--- src/rtl/etu_timeout_pkg.sv ---
package etu_timeout_pkg;
  typedef enum logic [1:0] {
    TM_STOP     = 2'd0,
    TM_ON_WRITE = 2'd1,
    TM_ON_START = 2'd2,
    TM_AUTO     = 2'd3
  } tmode_e;

  typedef struct packed {
    logic   split;
    tmode_e aux_mode;
    tmode_e main_mode;
  } etu_cfg_t;

  localparam int CFG_W    = $bits(etu_cfg_t);
  localparam int CFG_ADDR = 3;
endpackage

--- src/rtl/etu_load_regs.sv ---
module etu_load_regs #(
  parameter int BYTE_W = 8,
  parameter int NBYTES = 3,
  parameter int ADDR_W = 2
) (
  input  logic                     clk,
  input  logic                     rst,
  input  logic                     wr_en,
  input  logic [ADDR_W-1:0]        wr_addr,
  input  logic [BYTE_W-1:0]        wr_data,
  output logic [NBYTES*BYTE_W-1:0] value
);
  for (genvar i = 0; i < NBYTES; i++) begin : g_byte
    logic [BYTE_W-1:0] q;
    always_ff @(posedge clk) begin
      if (rst)
        q <= '0;
      else if (wr_en && wr_addr == ADDR_W'(i))
        q <= wr_data;
    end
    assign value[i*BYTE_W +: BYTE_W] = q;
  end
endmodule

--- src/rtl/etu_down_counter.sv ---
module etu_down_counter
  import etu_timeout_pkg::*;
#(
  parameter int W = 24
) (
  input  logic         clk,
  input  logic         rst,
  input  logic         tick,
  input  logic         start_bit,
  input  logic         arm,
  input  tmode_e       mode,
  input  logic [W-1:0] load_val,
  output logic         fire
);
  logic [W-1:0] cnt_q;
  logic         run_q, wait_q, auto_q;
  logic         at_end;

  assign at_end = (cnt_q <= W'(1));
  assign fire   = run_q && tick && !arm && at_end;

  always_ff @(posedge clk) begin
    if (rst) begin
      cnt_q  <= '0;
      run_q  <= 1'b0;
      wait_q <= 1'b0;
      auto_q <= 1'b0;
    end else if (arm) begin
      cnt_q <= load_val;
      case (mode)
        TM_STOP: begin
          run_q <= 1'b0; wait_q <= 1'b0; auto_q <= 1'b0;
        end
        TM_ON_WRITE: begin
          run_q <= 1'b1; wait_q <= 1'b0; auto_q <= 1'b0;
        end
        TM_ON_START: begin
          run_q <= 1'b0; wait_q <= 1'b1; auto_q <= 1'b0;
        end
        default: begin
          run_q <= 1'b1; wait_q <= 1'b0; auto_q <= 1'b1;
        end
      endcase
    end else if (wait_q && start_bit) begin
      run_q  <= 1'b1;
      wait_q <= 1'b0;
      cnt_q  <= load_val;
    end else if (fire) begin
      if (auto_q)
        cnt_q <= load_val;
      else
        run_q <= 1'b0;
    end else if (run_q && tick) begin
      cnt_q <= cnt_q - W'(1);
    end
  end
endmodule

--- src/rtl/etu_timeout.sv ---
module etu_timeout
  import etu_timeout_pkg::*;
#(
  parameter int BYTE_W = 8
) (
  input  logic              clk,
  input  logic              rst,
  input  logic              etu_tick,
  input  logic              start_bit,
  input  logic              wr_en,
  input  logic [1:0]        wr_addr,
  input  logic [BYTE_W-1:0] wr_data,
  input  logic              stat_rd,
  output logic              exp_main,
  output logic              exp_aux,
  output logic              irq
);
  localparam int NBYTES = 3;
  localparam int ADDR_W = 2;
  localparam int MAIN_W = NBYTES * BYTE_W;
  localparam int LOW_W  = 2 * BYTE_W;

  logic [MAIN_W-1:0] count_regs;
  logic [MAIN_W-1:0] main_load;
  logic [BYTE_W-1:0] aux_load;
  etu_cfg_t          cfg_q, cfg_new, cfg_eff;
  logic              cfg_we;
  tmode_e            aux_mode_eff;
  logic              main_fire, aux_fire;
  logic              main_n, aux_n;
  logic              cfg_split;

  etu_load_regs #(.BYTE_W(BYTE_W), .NBYTES(NBYTES), .ADDR_W(ADDR_W)) u_regs (
    .clk(clk), .rst(rst), .wr_en(wr_en), .wr_addr(wr_addr),
    .wr_data(wr_data), .value(count_regs)
  );

  assign cfg_we  = wr_en && (wr_addr == ADDR_W'(CFG_ADDR));
  assign cfg_new = etu_cfg_t'(wr_data[CFG_W-1:0]);
  assign cfg_eff = cfg_we ? cfg_new : cfg_q;
  assign cfg_split = cfg_q.split;

  always_ff @(posedge clk) begin
    if (rst)         cfg_q <= '0;
    else if (cfg_we) cfg_q <= cfg_new;
  end

  assign main_load    = cfg_eff.split ? {{BYTE_W{1'b0}}, count_regs[LOW_W-1:0]}
                                      : count_regs;
  assign aux_load     = count_regs[MAIN_W-1:LOW_W];
  assign aux_mode_eff = cfg_eff.split ? cfg_eff.aux_mode : TM_STOP;

  etu_down_counter #(.W(MAIN_W)) u_main (
    .clk(clk), .rst(rst), .tick(etu_tick), .start_bit(start_bit),
    .arm(cfg_we), .mode(cfg_eff.main_mode), .load_val(main_load),
    .fire(main_fire)
  );

  etu_down_counter #(.W(BYTE_W)) u_aux (
    .clk(clk), .rst(rst), .tick(etu_tick), .start_bit(start_bit),
    .arm(cfg_we), .mode(aux_mode_eff), .load_val(aux_load),
    .fire(aux_fire)
  );

  always_comb begin
    main_n = main_fire | (exp_main & ~stat_rd);
    aux_n  = aux_fire  | (exp_aux  & ~stat_rd);
  end

  always_ff @(posedge clk) begin
    if (rst) begin
      exp_main <= 1'b0;
      exp_aux  <= 1'b0;
      irq      <= 1'b0;
    end else begin
      exp_main <= main_n;
      exp_aux  <= aux_n;
      irq      <= main_n | aux_n;
    end
  end
endmodule

--- config.mk ---
export PLATFORM = sky130hd
export DESIGN_NAME = etu_timeout
export DESIGN_NICKNAME = d
export VERILOG_FILES = /design/src/rtl/etu_timeout_pkg.sv /design/src/rtl/etu_load_regs.sv /design/src/rtl/etu_down_counter.sv /design/src/rtl/etu_timeout.sv
export SDC_FILE = /design/constraint.sdc
export NUM_CORES = 1
export LEC_CHECK = 0
export BUFFER_PORTS_ARGS = -buffer_cell sky130_fd_sc_hd__buf_4
export CAP_MARGIN = 20
export CORE_ASPECT_RATIO = 0.7
export CORE_MARGIN = 2
export CORE_UTILIZATION = 45
export CTS_BUF_LIST = sky130_fd_sc_hd__clkbuf_2
export CTS_CLUSTER_SIZE = 10
export DETAILED_ROUTE_END_ITERATION = 12
export PLACE_DENSITY = 0.63
export SETUP_SLACK_MARGIN = 0.4
export SYNTH_ARGS = -nofsm -noshare
export SYNTH_HDL_FRONTEND = slang
export SYNTH_HIERARCHICAL = 1
export SYNTH_SLANG_ARGS = --single-unit
--- constraint.sdc ---
create_clock -name clk -period 2.4 [get_ports clk]
set_input_delay 0.36 -clock clk [delete_from_list [all_inputs] [get_ports clk]]
set_output_delay 0.36 -clock clk [all_outputs]
set_load 0.005 [all_outputs]
Word-level counts from Yosys, hierarchy flattened
Cells that the tools add are included.
Storage, ports and cells
  output and inout port bits: 3
  memory bits (writable): 0
  memory bits (read-only): 0
  memories: 0
  latch bits: 0
  logic and storage cells: 99
  bits of input ports: 16
  bits in registers: 70
Cells by class
  multiplexer cells: 31
  reduce and logical (&&, ||, !) cells: 30
  multiply operators: 0
  shifts and indexed selects: 0
  $add $sub $neg: 2
  order comparisons: 2
  bitwise operators: 6
  equal/unequal tests: 11
  div/mod/pow operators: 0
Operators with widths (number)
  $mux W24: 6
  $mux W8: 5
  $le A24 B1 Y1 const B: 1
  $sub A24 B1 Y24 const B: 1
  $mux W1: 18
  $logic_and A1 B1 Y1: 12
  $eq A2 B2 Y1 const B: 4
  $le A8 B1 Y1 const B: 1
  $ne A4 B1 Y1 const B: 2
  $reduce_and A2 Y1: 4
  $reduce_bool A4 Y1: 2
  $sub A8 B1 Y8 const B: 1
  $eq A2 B1 Y1 const B: 3
  $logic_not A2 Y1: 3
  $ne A3 B2 Y1 const B: 2
  $reduce_bool A3 Y1: 2
  $reduce_or A3 Y1: 2
  $mux W5: 1
  $reduce_bool A2 Y1: 2
  $reduce_or A2 Y1: 2
  $or A1 B1 Y1: 3
  $and A1 B1 Y1: 2
  $mux W2: 1
  $logic_not A1 Y1: 1
  $not A1 Y1: 1

Longest topological paths before layout
Gate-level depths: netlist (run 1).
  word-level depth: 8
  depth in mapped cells: 11
  depth with buffers taken out: 8

By module
The synthesis (run 1) kept the hierarchy.
By module, submodules not included
  etu_down_counter (u_main): instances 1, cells each 240, seq. area each 540.5 µm², area each 1825.5 µm²
  etu_load_regs: instances 1, cells each 91, seq. area each 480.5 µm², area each 999.7 µm²
  etu_down_counter (u_aux): instances 1, cells each 107, seq. area each 220.2 µm², area each 920.9 µm²
  etu_timeout: instances 1, cells each 52, seq. area each 160.2 µm², area each 500.5 µm²

Worst setup path before layout (run 1)
OpenSTA, ideal clock, no wires.
  kind: input to register
  start: input port wr_en
  end: register u_aux.cnt_q[2]
  setup time: 0.126 ns
  setup slack: 0.010 ns
  stages: 9
  arrival: 2.264 ns
  buffers on the path: 4
  required time: 2.274 ns
  cell sequence: and3_1 > buf_6 > buf_12 > buf_6 > or4_4 > o41ai_4 > buf_6 > a21o_2 > o211ai_1
Between the ends
  word-level cells in the longest chain between the ends: 7
  elaborated cells on any way between the ends: 10
  classes of those cells: eq/ne: 1; mux: 3; reduce/logical: 6
Ends and longest elaborated chain
  from (decl): line etu_timeout.sv:10  | input logic wr_en,
  $logic_and A1 B1 Y1 (*): line etu_timeout.sv:38  | assign cfg_we = wr_en && (wr_addr == ADDR_W'(CFG_ADDR));
  net cfg_we: line etu_timeout.sv:27  | logic cfg_we;
  $logic_not A1 Y1: line etu_down_counter.sv:20  | assign fire = run_q && tick && !arm && at_end;
  $logic_and A1 B1 Y1 (2 in a row): line etu_down_counter.sv:20
  $mux W8: line etu_down_counter.sv:48  | end else if (fire) begin
  $mux W8: line etu_down_counter.sv:44  | end else if (wait_q && start_bit) begin
  $mux W8: line etu_down_counter.sv:28  | end else if (arm) begin
  to (signal assigned): line etu_down_counter.sv:29  | cnt_q <= load_val;
  to (signal assigned): line etu_down_counter.sv:47  | cnt_q <= load_val;
  to (signal assigned): line etu_down_counter.sv:50  | cnt_q <= load_val;
  to (decl): line etu_down_counter.sv:15  | logic [W-1:0] cnt_q;
The timed path passes the listed nets; every way through them passes the cells marked *.
A chain may end at the register's enable or synchronous reset.

Worst setup path in the final report (run 1)
  start: register u_main.cnt_q[9]
  end: register u_main.cnt_q[6]
Between the ends
  word-level cells in the longest chain between the ends: 5
  elaborated cells on any way between the ends: 8
  classes of those cells: order compare: 1; eq/ne: 1; mux: 3; reduce/logical: 3
Ends and longest elaborated chain
  from (decl): line etu_down_counter.sv:15
  from (signal assigned): line etu_down_counter.sv:29
  from (signal assigned): line etu_down_counter.sv:47
  from (signal assigned): line etu_down_counter.sv:50
  $le A24 B1 Y1 (*): line etu_down_counter.sv:19  | assign at_end = (cnt_q <= W'(1));
  $logic_and A1 B1 Y1 (*): line etu_down_counter.sv:20
  $mux W24: line etu_down_counter.sv:48
  $mux W24: line etu_down_counter.sv:44
  $mux W24: line etu_down_counter.sv:28
Every way passes the cells marked *; elsewhere a longest branch is shown, timed or not.

==> metrics.md, run 1 <==
| Metric | Value |
|---|---|
| Commonest non-fill, non-tap cell in the layout | `buf_4` |
| Largest net degree at the start of global routing | `41` |
| Post-Syn Instances | `490` |
| Remaining Overflow, GRT | `0` |
| Antenna-violating nets left | `0` |
| Ys async rst share | `0` |
| Pwr Density | `579 nW/um2` |
| CTS tree | `built` |
| Crit path kind | `register to register` |
| Worst-margin pin slew | `646 ps` |
| Grt met2 use | `0.358` |
| Number of global-route vias before repair | `3935` |
| Die span in x | `120 um` |
| Startpoint Class | `register` |
| Routed Wire Length | `13000 um` |
| Detailed Place HPWL | `8680 um` |
| Routability Congestion | `~0.9` |
| I/O pins | `19` |
| Clock Sinks | `70` |
| Clk buf depth | `2` |
| TritonCTS buffer count | `9` |
| Outcome | `completed` |
| Placeable Area | `9110 um2` |
| Yosys cell types | `75` |
| Max transition margin | `0.566` |
| Leakage | `a little over 2 nW` |
| GR Layer Usage met3 | `0.0685` |
| Setup TNS | `0 ps` |
| Layout Skew | `between 30 and 40 ps` |
| Layout net count | `557` |
| Die area | `10200 um2` |
| Delay-heaviest family, CP | `buffers and inverters` |
| RSZ-0062 raised after global routing | `true` |
| Max_cap viols | `0` |
| Grt met1 use | `0.385` |
| CP max-delay cell | `dfxtp_4` |
| Syn_nets | `510` |
| FF+latch count, synth | `70` |
| # diodes | `0` |
| Crit-path max cell delay | `approximately 410 ps` |
| Fin crit period | `2100 ps` |
| Post-Syn Area per Cell | `8.67 um2` |
| Sequential element share of the synthesized area | `0.330` |
| WP data arrival | `2510 ps` |
| Final setup fails | `0` |
| CP cell instances | `nor4_4 -> buf_4 -> nand4_1 -> buf_4 -> o31ai_4 -> buf_6 -> buf_12 -> nor3_1 -> a21oi_1 -> a21oi_1` |
| First-pass GRT wire length | `20700 um` |
| Fraction of layout cells with a size suffix above 1 | `0.275` |
| Register area | `between 1000 and 1500 um2` |
| Maximum fanout along the worst path | `11` |
| Starting Density | `0.466` |
| Worst min-delay path class | `primary input to register` |
| DRT iter0 DRCs | `approximately 480` |
| DR pass1 iterations | `5` |
| Skew-Pair Late Insertion Delay | `560 ps` |
| DR vias/cell | `between 6 and 7` |
| Tcrit/Tclk final | `0.873` |
| Via count | `4097` |
| Clock root buffer | `clkbuf_2` |
| Area growth syn-to-layout | `19.6%` |
| Post-synth EDFFs | `0` |
| Reg clk slew, reported paths | `210 ps` |
| Most frequent cells in the layout | `buf_4 (61), dfxtp_1 (57), nand2b_1 (47)` |
| Drt wl/cell | `between 15 and 20 um` |
| WP buf/inv | `4` |
| Placed Area | `4580 um2` |
| Crit. End Element | `register` |
| Rows | `29` |
| Peak supply drop | `0.000458 V` |
| Filler cell count | `820` |
| Area of the multi-input gates | `2750 um2` |
| Gr usage total | `0.259` |
| PortBufs | `18` |
| Busiest grt layer | `met1` |
| Most common flop cell mapped by yosys | `dfxtp_1` |
| Die Ht | `85.3 um` |
| CP required | `~2800 ps` |
| Drc violations | `0` |
| F_max | `477 MHz` |
| CTS H-Tree Depth | `3` |
| Fin area | `5080 um2` |
| Synth warnings | `6` |
| Final-report hold violation count | `0` |
| Slew Limit Fails | `0` |
| Initial antenna violation count | `0` |
| Mapped cell area | `4250 um2` |
tightest hold or removal path: cells and delay by family:
family                 cells  cell delay, ps
muxes                      1              60
buffers and inverters      1             120
and+or+nand+nor            1              60
logic make-up (layout without fill, tap and decap cells):
logic type / count (synthesis) / after routing / share of synthesized area
AND/OR/NAND/NOR: 204 / 204 / 0.287
AO/OA/AOI/OAI: 127 / 127 / 0.219
flip-flops: 70 / 70 / 0.330
buffers and inverters: 50 / 102 / 0.0692
multiplexers: 35 / 35 / 0.0831
adder cells (fa/ha/maj): 4 / 4 / 0.0118
path summary, 6_finish.rpt:
kind                            slack, ps            start         endpoint  depth (start not counted)
worst max-delay path                  300  u_main/cnt_q[9]  u_main/cnt_q[6]                         10
worst min-delay path                   80       wr_data[3]         cfg_q[3]                          3
worst max register to register        300  u_main/cnt_q[9]  u_main/cnt_q[6]                         10
worst min register to register        490         cfg_q[0]         cfg_q[0]                          2
repair_timing:
item / in CTS / in global routing
hold buffers: 0 / 0
gates resized for setup: 35 / 24
endpoints found under the setup margin: 27 / 30
pin swaps: 13 / 8
setup buffers: 12 / 5
gates cloned: 1 / 2
report_power, final:
part           switching (mW)  total, mW  internal (mW)
sequential             0.0784       1.31           1.23
clock                   0.456      0.593          0.136
combinational           0.568       1.04          0.474
state kept, by name, indices dropped and copies added (netlist names):
signal	count
u_main/run_q	1
u_main/cnt_q	24
u_main/wait_q	1
exp_main	1
u_aux/run_q	1
u_main/auto_q	1
exp_aux	1
irq	1
u_aux/cnt_q	8
u_aux/wait_q	1
cfg_q	4
u_aux/auto_q	1
u_regs/g_byte.q	24
cfg_split	1
metal layers:
metal | wire (um) | part of all wire
met1 | 6240 | 0.48
met3 | 1130 | 0.087
met2 | 5410 | 0.42
met5 | 0 | 0
met4 | 241 | 0.019
synth_stat cells (8+ instances only):
master	instances	area share
o21ai_0	8	0.0094
a21oi_1	37	0.044
inv_1	15	0.013
clkbuf_1	14	0.012
nor2_1	23	0.020
buf_6	10	0.027
o211a_1	10	0.024
dfxtp_1	70	0.33
nand3_1	9	0.011
o22ai_1	13	0.019
nand2b_1	47	0.069
nor3_1	13	0.015
mux2i_1	33	0.078
nand2_1	40	0.035
nand4_1	11	0.016
metrics by stage:
step / setup slack, ps / cells / power [mW] / hold slack, ps / util
floorplan: 244 / 490 / 1.93 / 446 / -
global placement: 176 / 630 / 2.18 / 457 / 0.503
detailed placement: 197 / 630 / 2.19 / 470 / 0.503
CTS: 347 / 659 / 2.87 / 50.8 / 0.537
global route: 144 / 666 / 3.11 / 37.3 / 0.558
finish: 304 / 666 / 2.94 / 82.2 / 0.558
final cells by class:
class | count | share of cell area
Clock buffer | 10 | 0.00985
Clock inverter | 6 | 0.00739
Timing Repair Buffer | 70 | 0.118
Inverter | 16 | 0.0128
Multi-Input combinational cell | 370 | 0.541
Tap cell | 124 | 0.0305
Sequential cell | 70 | 0.281
Note: power is estimated with default switching activity, not from simulation.
==> run 2: changes to the inputs <==
==> constraint.sdc (replaced) <==
create_clock -name clk -period 2.4 [get_ports clk]
set_input_delay 0.24 -clock clk [delete_from_list [all_inputs] [get_ports clk]]
set_output_delay 0.24 -clock clk [all_outputs]
set_load 0.005 [all_outputs]
==> run 2 against run 1 <==
Combinational power fell by 5%. Final area barely moved. Die area did not move. Worst hold slack got worse by 71 ps. Critical path type unchanged.
==> metrics.md, run 2 (synthesis gave the netlist of run 1 again) <==
| Metric | Value |
|---|---|
| Peak supply drop | `0.000412 V` |
| Placeable Area | `9110 um2` |
| Routability Congestion | `a little over 0.9` |
| Startpoint Class | `register` |
| Antenna-violating nets left | `0` |
| CTS H-Tree Depth | `3` |
| Drc violations | `0` |
| Slew Limit Fails | `0` |
| Via count | `approximately 4100` |
| I/O pins | `19` |
| FF-to-FF End | `u_main/cnt_q[20]` |
| Reg-to-Reg Start | `u_main/cnt_q[20]` |
| CP max-delay cell | `or4_4` |
| Max transition margin | `0.560` |
| DR pass1 iterations | `5` |
| Crit-path max cell delay | `~600 ps` |
| Die span in x | `120 um` |
| Crit. End Element | `register` |
| F_max | `about 470 MHz` |
| Starting Density | `0.466` |
| Biggest regs | `u_main/cnt_q x24, u_regs/g_byte.q x24, u_aux/cnt_q x8` |
| DRT iter0 DRCs | `433` |
| Clock root buffer | `clkbuf_2` |
| Maximum fanout along the worst path | `7` |
| Worst-margin pin slew | `655 ps` |
| Drt wl/cell | `roughly 19 um` |
| Layout net count | `~560` |
| Pwr Density | `601 nW/um2` |
| Final setup fails | `0` |
| Fin area | `roughly 5100 um2` |
| Reg clk slew, reported paths | `230 ps` |
| Gr usage total | `0.250` |
| Skew-Pair Late Insertion Delay | `590 ps` |
| CTS tree | `built` |
| Final-report hold violation count | `0` |
| PortBufs | `18` |
| Most frequent cells in the layout | `dfxtp_1 (61), buf_4 (48), nand2b_1 (47)` |
| HP Start | `wr_addr[0]` |
| Leakage | `around 2.0 nW` |
| Largest net degree at the start of global routing | `50` |
| TritonCTS buffer count | `9` |
| Clk buf depth | `2` |
| Routed Wire Length | `12700 um` |
| Fraction of layout cells with a size suffix above 1 | `0.235` |
| Worst setup margin | `284 ps` |
| Layout Skew | `29.2 ps` |
| Max_cap viols | `0` |
| Min-Delay Endpoint | `u_regs/g_byte[1].q[7]` |
| Placed Area | `~4500 um2` |
| Die area | `10200 um2` |
| Fin crit period | `2120 ps` |
| Remaining Overflow, GRT | `0` |
| Detailed Place HPWL | `8550 um` |
| WP data arrival | `2600 ps` |
| Setup TNS | `0 ps` |
| Initial antenna violation count | `0` |
| Area growth syn-to-layout | `19.5%` |
| Worst slack, placed | `160 ps` |
| Number of global-route vias before repair | `~3800` |
| DR vias/cell | `6.17` |
| RSZ-0062 raised after global routing | `true` |
| Crit path kind | `register to register` |
| Die Ht | `~85 um` |
| Worst Hold Path Cells | `3` |
| CP cell instances | `nor4_4 -> nand3_1 -> or4_4 -> buf_6 -> and2_4 -> a32o_1` |
| Commonest non-fill, non-tap cell in the layout | `dfxtp_1` |
| CP required | `2880 ps` |
| Rows | `29` |
| Clock Sinks | `70` |
| Reg2reg setup slack | `280 ps` |
| Total Power | `slightly above 3 mW` |
| Outcome | `completed` |
| R2r worst-path depth | `6` |
| Tcrit/Tclk final | `0.882` |
| # diodes | `0` |
| Worst min-delay path class | `primary input to register` |
| First-pass GRT wire length | `~20000 um` |
==> run 2: cell types whose count changed in the layout (fill, tap and decap cells not counted), sizes merged <==
cell	delta
clkinv	-1
bufinv	+1
clkbuf	+1
buf	-15
dlygate4sd3	+12
==> run 2: metrics by stage <==
stage	utilization	instances	hold WS, ps
floorplan	-	490	391
global placement	0.495	618	458
detailed placement	0.495	618	471
CTS	0.542	657	2.91
global route	0.557	664	0.576
finish	0.557	664	10.9
==> run 2: critical path, delay by kind of cell, from the launching register on <==
family / cells / cell delay [ps]
AO/OA/AOI/OAI: 1 / 210
AND/OR/NAND/NOR: 4 / 1260
flip-flops: 1 / 390
buffers and inverters: 1 / 160
==> run 2: final cells by class <==
class | instances | area, um2
Fill cell | 843 | 4030
Multi-Input combinational cell | 370 | 2710
Sequential cell | 70 | 1420
Timing Repair Buffer | 68 | 607
Tap cell | 124 | 155
Clock inverter | 6 | 71.3
Inverter | 16 | 60.1
Clock buffer | 10 | 50.0
==> run 2: where the power goes <==
group / switching (mW) / internal, mW
Clock: 0.491 / 0.251
Combinational: 0.549 / 0.444
Sequential: 0.0863 / 1.23
==> run 2: worst max-delay path by stage <==
stage,from,to,depth (start not counted)
2_1_floorplan,wr_en,u_aux/cnt_q[3],9
5_1_grt,u_main/cnt_q[20],u_main/cnt_q[0],8
6_report,u_main/cnt_q[20],u_main/cnt_q[20],6
3_5_place_dp,u_main/cnt_q[20],u_main/cnt_q[10],7
3_3_place_gp,u_main/cnt_q[0],u_main/cnt_q[22],8
4_1_cts,u_main/cnt_q[20],u_main/cnt_q[22],6
==> run 2: routing by layer <==
metal / vias up / GRT usage / routed length, um
met4: 0 / 0.0845 / 189
met3: 20 / 0.0605 / 1010
met5: - / 0 / 0
met1: 1968 / 0.373 / 6040
li1: 1918 / - / -
met2: 190 / 0.346 / 5440
==> run 2: what timing repair did <==
action / CTS / global route
gates resized for setup: 27 / 15
hold buffers: 12 / 0
pin swaps: 11 / 1
buffers inserted: 11 / 4
cloned: 0 / 3
setup endpoints to repair: 28 / 28
endpoints found under the hold margin: 23 / 0
==> run 3: changes to the inputs <==
Settings changed: SYNTH_HIERARCHICAL 1 to unset.
==> run 3 against run 2 <==
Worst setup slack got worse by 51 ps. Clock skew increased by 7.9 ps. Sequential cell count decreased by 4. Synthesized area decreased by 17%. Critical path depth increased by 4. Clock-buffer cell count increased by 2.
==> metrics.md, run 3 <==
| Metric | Value |
|---|---|
| Outcome | `completed` |
| Simple-Gate Fraction of Synth Area | `0.283` |
| Area growth syn-to-layout | `36.4%` |
| Largest family of logic cells by synthesized area | `simple AND/OR/NAND/NOR gates` |
| Delay-heaviest family, CP | `buffers and inverters` |
| First-pass GRT wire length | `around 18000 um` |
| Final setup fails | `0` |
| Max transition margin | `0.504` |
| Worst min-delay path class | `primary input to register` |
| CP required | `between 2000 and 3000 ps` |
| Via count | `3822` |
| WP data arrival | `2550 ps` |
| Skew-Pair Late Insertion Delay | `550 ps` |
| Clock Sinks | `66` |
| Most frequent cells in the layout | `buf_4 (60), dfxtp_1 (57), nor2_1 (48)` |
| Setup TNS | `0 ps` |
| Biggest regs | `u_main.cnt_q x24, u_regs.g_byte.q x24, u_aux.cnt_q x8` |
| Layout net count | `532` |
| Cell with the most instances after synthesis | `dfxtp_1` |
| Antenna-violating nets left | `0` |
| Crit-path max cell delay | `420 ps` |
| Reg clk slew, reported paths | `approximately 190 ps` |
| Post-Synth XOR/XNOR Area | `0` |
| CTS H-Tree Depth | `3` |
| Rows | `26` |
| Largest net degree at the start of global routing | `68` |
| CP cell instances | `inv_4 -> ha_4 -> o211ai_1 -> buf_4 -> nor3_4 -> buf_6 -> buf_4 -> nor2_4 -> mux2i_1 -> o32ai_2` |
| Synth warnings | `0` |
| Layout Skew | `37.1 ps` |
| Crit. End Element | `register` |
| Ys async rst share | `0` |
| Fin crit period | `2170 ps` |
| Yosys cell types | `56` |
| Post-Syn Instances | `440` |
| I/O pins | `19` |
| Number of global-route vias before repair | `3309` |
| Drc violations | `0` |
| Worst-margin pin slew | `between 700 and 800 ps` |
| RSZ-0062 raised after global routing | `true` |
| Worst slack, placed | `141 ps` |
| Util after Layout | `0.646` |
| Cell taking the most area after synthesis | `dfxtp_1` |
| Post-Layout Cell Count | `615` |
| Die span in x | `110 um` |
| Leakage | `1.91 nW` |
| FF+latch count, synth | `66` |
| WP buf/inv | `4` |
| Slew Limit Fails | `0` |
| Sequential element share of the synthesized area | `0.376` |
| DR pass1 iterations | `7` |
| Crit path kind | `register to register` |
| PortBufs | `18` |
| Die area | `~8500 um2` |
| Yosys top cell area share | `0.376` |
| Commonest non-fill, non-tap cell in the layout | `buf_4` |
| Max_cap viols | `0` |
| Clk buf depth | `2` |
| Detailed Place HPWL | `7700 um` |
| CP max-delay cell | `dfxtp_4` |
| Remaining Overflow, GRT | `0` |
| Routability Congestion | `0.957` |
| Post-synth EDFFs | `0` |
| Final-report hold violation count | `0` |
| Filler cell count | `roughly 630` |
| Synthesized-area fraction occupied by adder cells | `0.0143` |
| Die Ht | `77.9 um` |
| Routed Wire Length | `between 10000 and 15000 um` |
| F_max | `461 MHz` |
| CTS tree | `built` |
| Synth cell count leaders | `dfxtp_1 (66), nor2_1 (52), a21oi_1 (42)` |
| Startpoint Class | `register` |
| Most common flop cell mapped by yosys | `dfxtp_1` |
| CP most frequent cell | `buf_4` |
| Pwr Density | `649 nW/um2` |
| Post-Syn Area per Cell | `7.98 um2` |
| DR vias/cell | `6.21` |
| # diodes | `0` |
| Area of the multi-input gates | `2410 um2` |
| Largest cells by area after synthesis | `dfxtp_1 (38%), mux2i_1 (7.4%), a21oi_1 (6.0%)` |
| Synth Area in Compound Gates | `0.198` |
| Gr usage total | `0.272` |
| Peak supply drop | `~0.00040 V` |
| Placeable Area | `between 7000 and 8000 um2` |
| Clock root buffer | `clkbuf_2` |
| Tcrit/Tclk final | `0.903` |
| DRT iter0 DRCs | `between 300 and 400` |
| Syn_nets | `460` |
| Drt wl/cell | `19.5 um` |
| Initial antenna violation count | `0` |
| Starting Density | `0.473` |
| Maximum fanout along the worst path | `8` |
| Placed Cells incl. Taps | `561` |
| Register area | `1340 um2` |
| Worst setup margin | `233 ps` |
| TritonCTS buffer count | `9` |
| Mapped cell area | `3510 um2` |
| Mux cell area share after synthesis | `0.0838` |
| Fraction of layout cells with a size suffix above 1 | `0.323` |
-- run 3: cell count changes after synthesis, moves of 6 or more --
| cell | before | now |
|---|---|---|
| o211a_1 | 10 | 0 |
| clkbuf_1 | 14 | 21 |
| nor4_1 | 6 | 13 |
| nand3_1 | 9 | 16 |
| o21ai_0 | 8 | 20 |
| nor3_1 | 13 | 24 |
| mux2i_1 | 33 | 26 |
| nand2_1 | 40 | 34 |
| nand2b_1 | 47 | 5 |
| nand4_1 | 11 | 5 |
| buf_6 | 10 | 0 |
| nor2_1 | 23 | 52 |
| o22ai_1 | 13 | 3 |
-- run 3: final timing paths --
path                    from                     to  slack [ps]  cells after the start
min reg2reg     u_aux.auto_q           u_aux.auto_q         490                      2
max          u_main.cnt_q[0]       u_main.cnt_q[13]         230                     10
min                      rst  u_regs.g_byte[1].q[0]         190                      2
max reg2reg  u_main.cnt_q[0]       u_main.cnt_q[13]         230                     10
-- run 3: layout make-up --
cell class,count,share of cell area
multi-input combinational,334,0.504
sequential,66,0.279
timing repair buffer,88,0.159
tap,98,0.0256
clock buffer,12,0.0125
inverter,13,0.0107
clock inverter,4,0.00888
-- run 3: metrics by stage --
| step | hold WS (ps) | power (mW) | area, um2 |
|---|---|---|---|
| 2_1_floorplan | 379 | 1.83 | 3540 |
| 3_3_place_gp | 457 | 2.13 | 3940 |
| 3_5_place_dp | 460 | 2.12 | 3940 |
| 4_1_cts | 174 | 2.88 | 4330 |
| 5_1_grt | 193 | 3.26 | 4790 |
| 6_report | 194 | 3.11 | 4790 |
-- run 3: report_power, final --
group | internal (mW) | total (mW) | switching [mW]
sequential | 1.17 | 1.25 | 0.0803
clock | 0.246 | 0.651 | 0.405
combinational | 0.539 | 1.21 | 0.671
total | 1.95 | 3.11 | 1.16
-- run 3: repair_timing --
item                                    CTS  global route
hold buffers                             12             0
pin swaps                                 8            29
cloned                                    0             1
endpoints found under the setup margin   31            34
gates resized for setup                  25            77
hold endpoints to repair                 31             0
buffers inserted                          9            16
-- run 3: cell families (layout without fill, tap and decap cells) --
| group | Yosys count | count (layout) |
|---|---|---|
| AND/OR/NAND/NOR | 192 | 192 |
| AO/OA/AOI/OAI | 109 | 109 |
| flip-flops | 66 | 66 |
| adder cells (fa/ha/maj) | 4 | 4 |
| buffers and inverters | 40 | 117 |
| multiplexers | 29 | 29 |
-- run 3: metal layers --
metal	share of wire	vias up	GRT usage	routed length (um)
met1	0.46	1823	0.414	5460
met2	0.43	204	0.362	5160
met3	0.091	32	0.0739	1100
met5	0	-	0	0
met4	0.022	0	0.0911	267
li1	-	1763	-	-
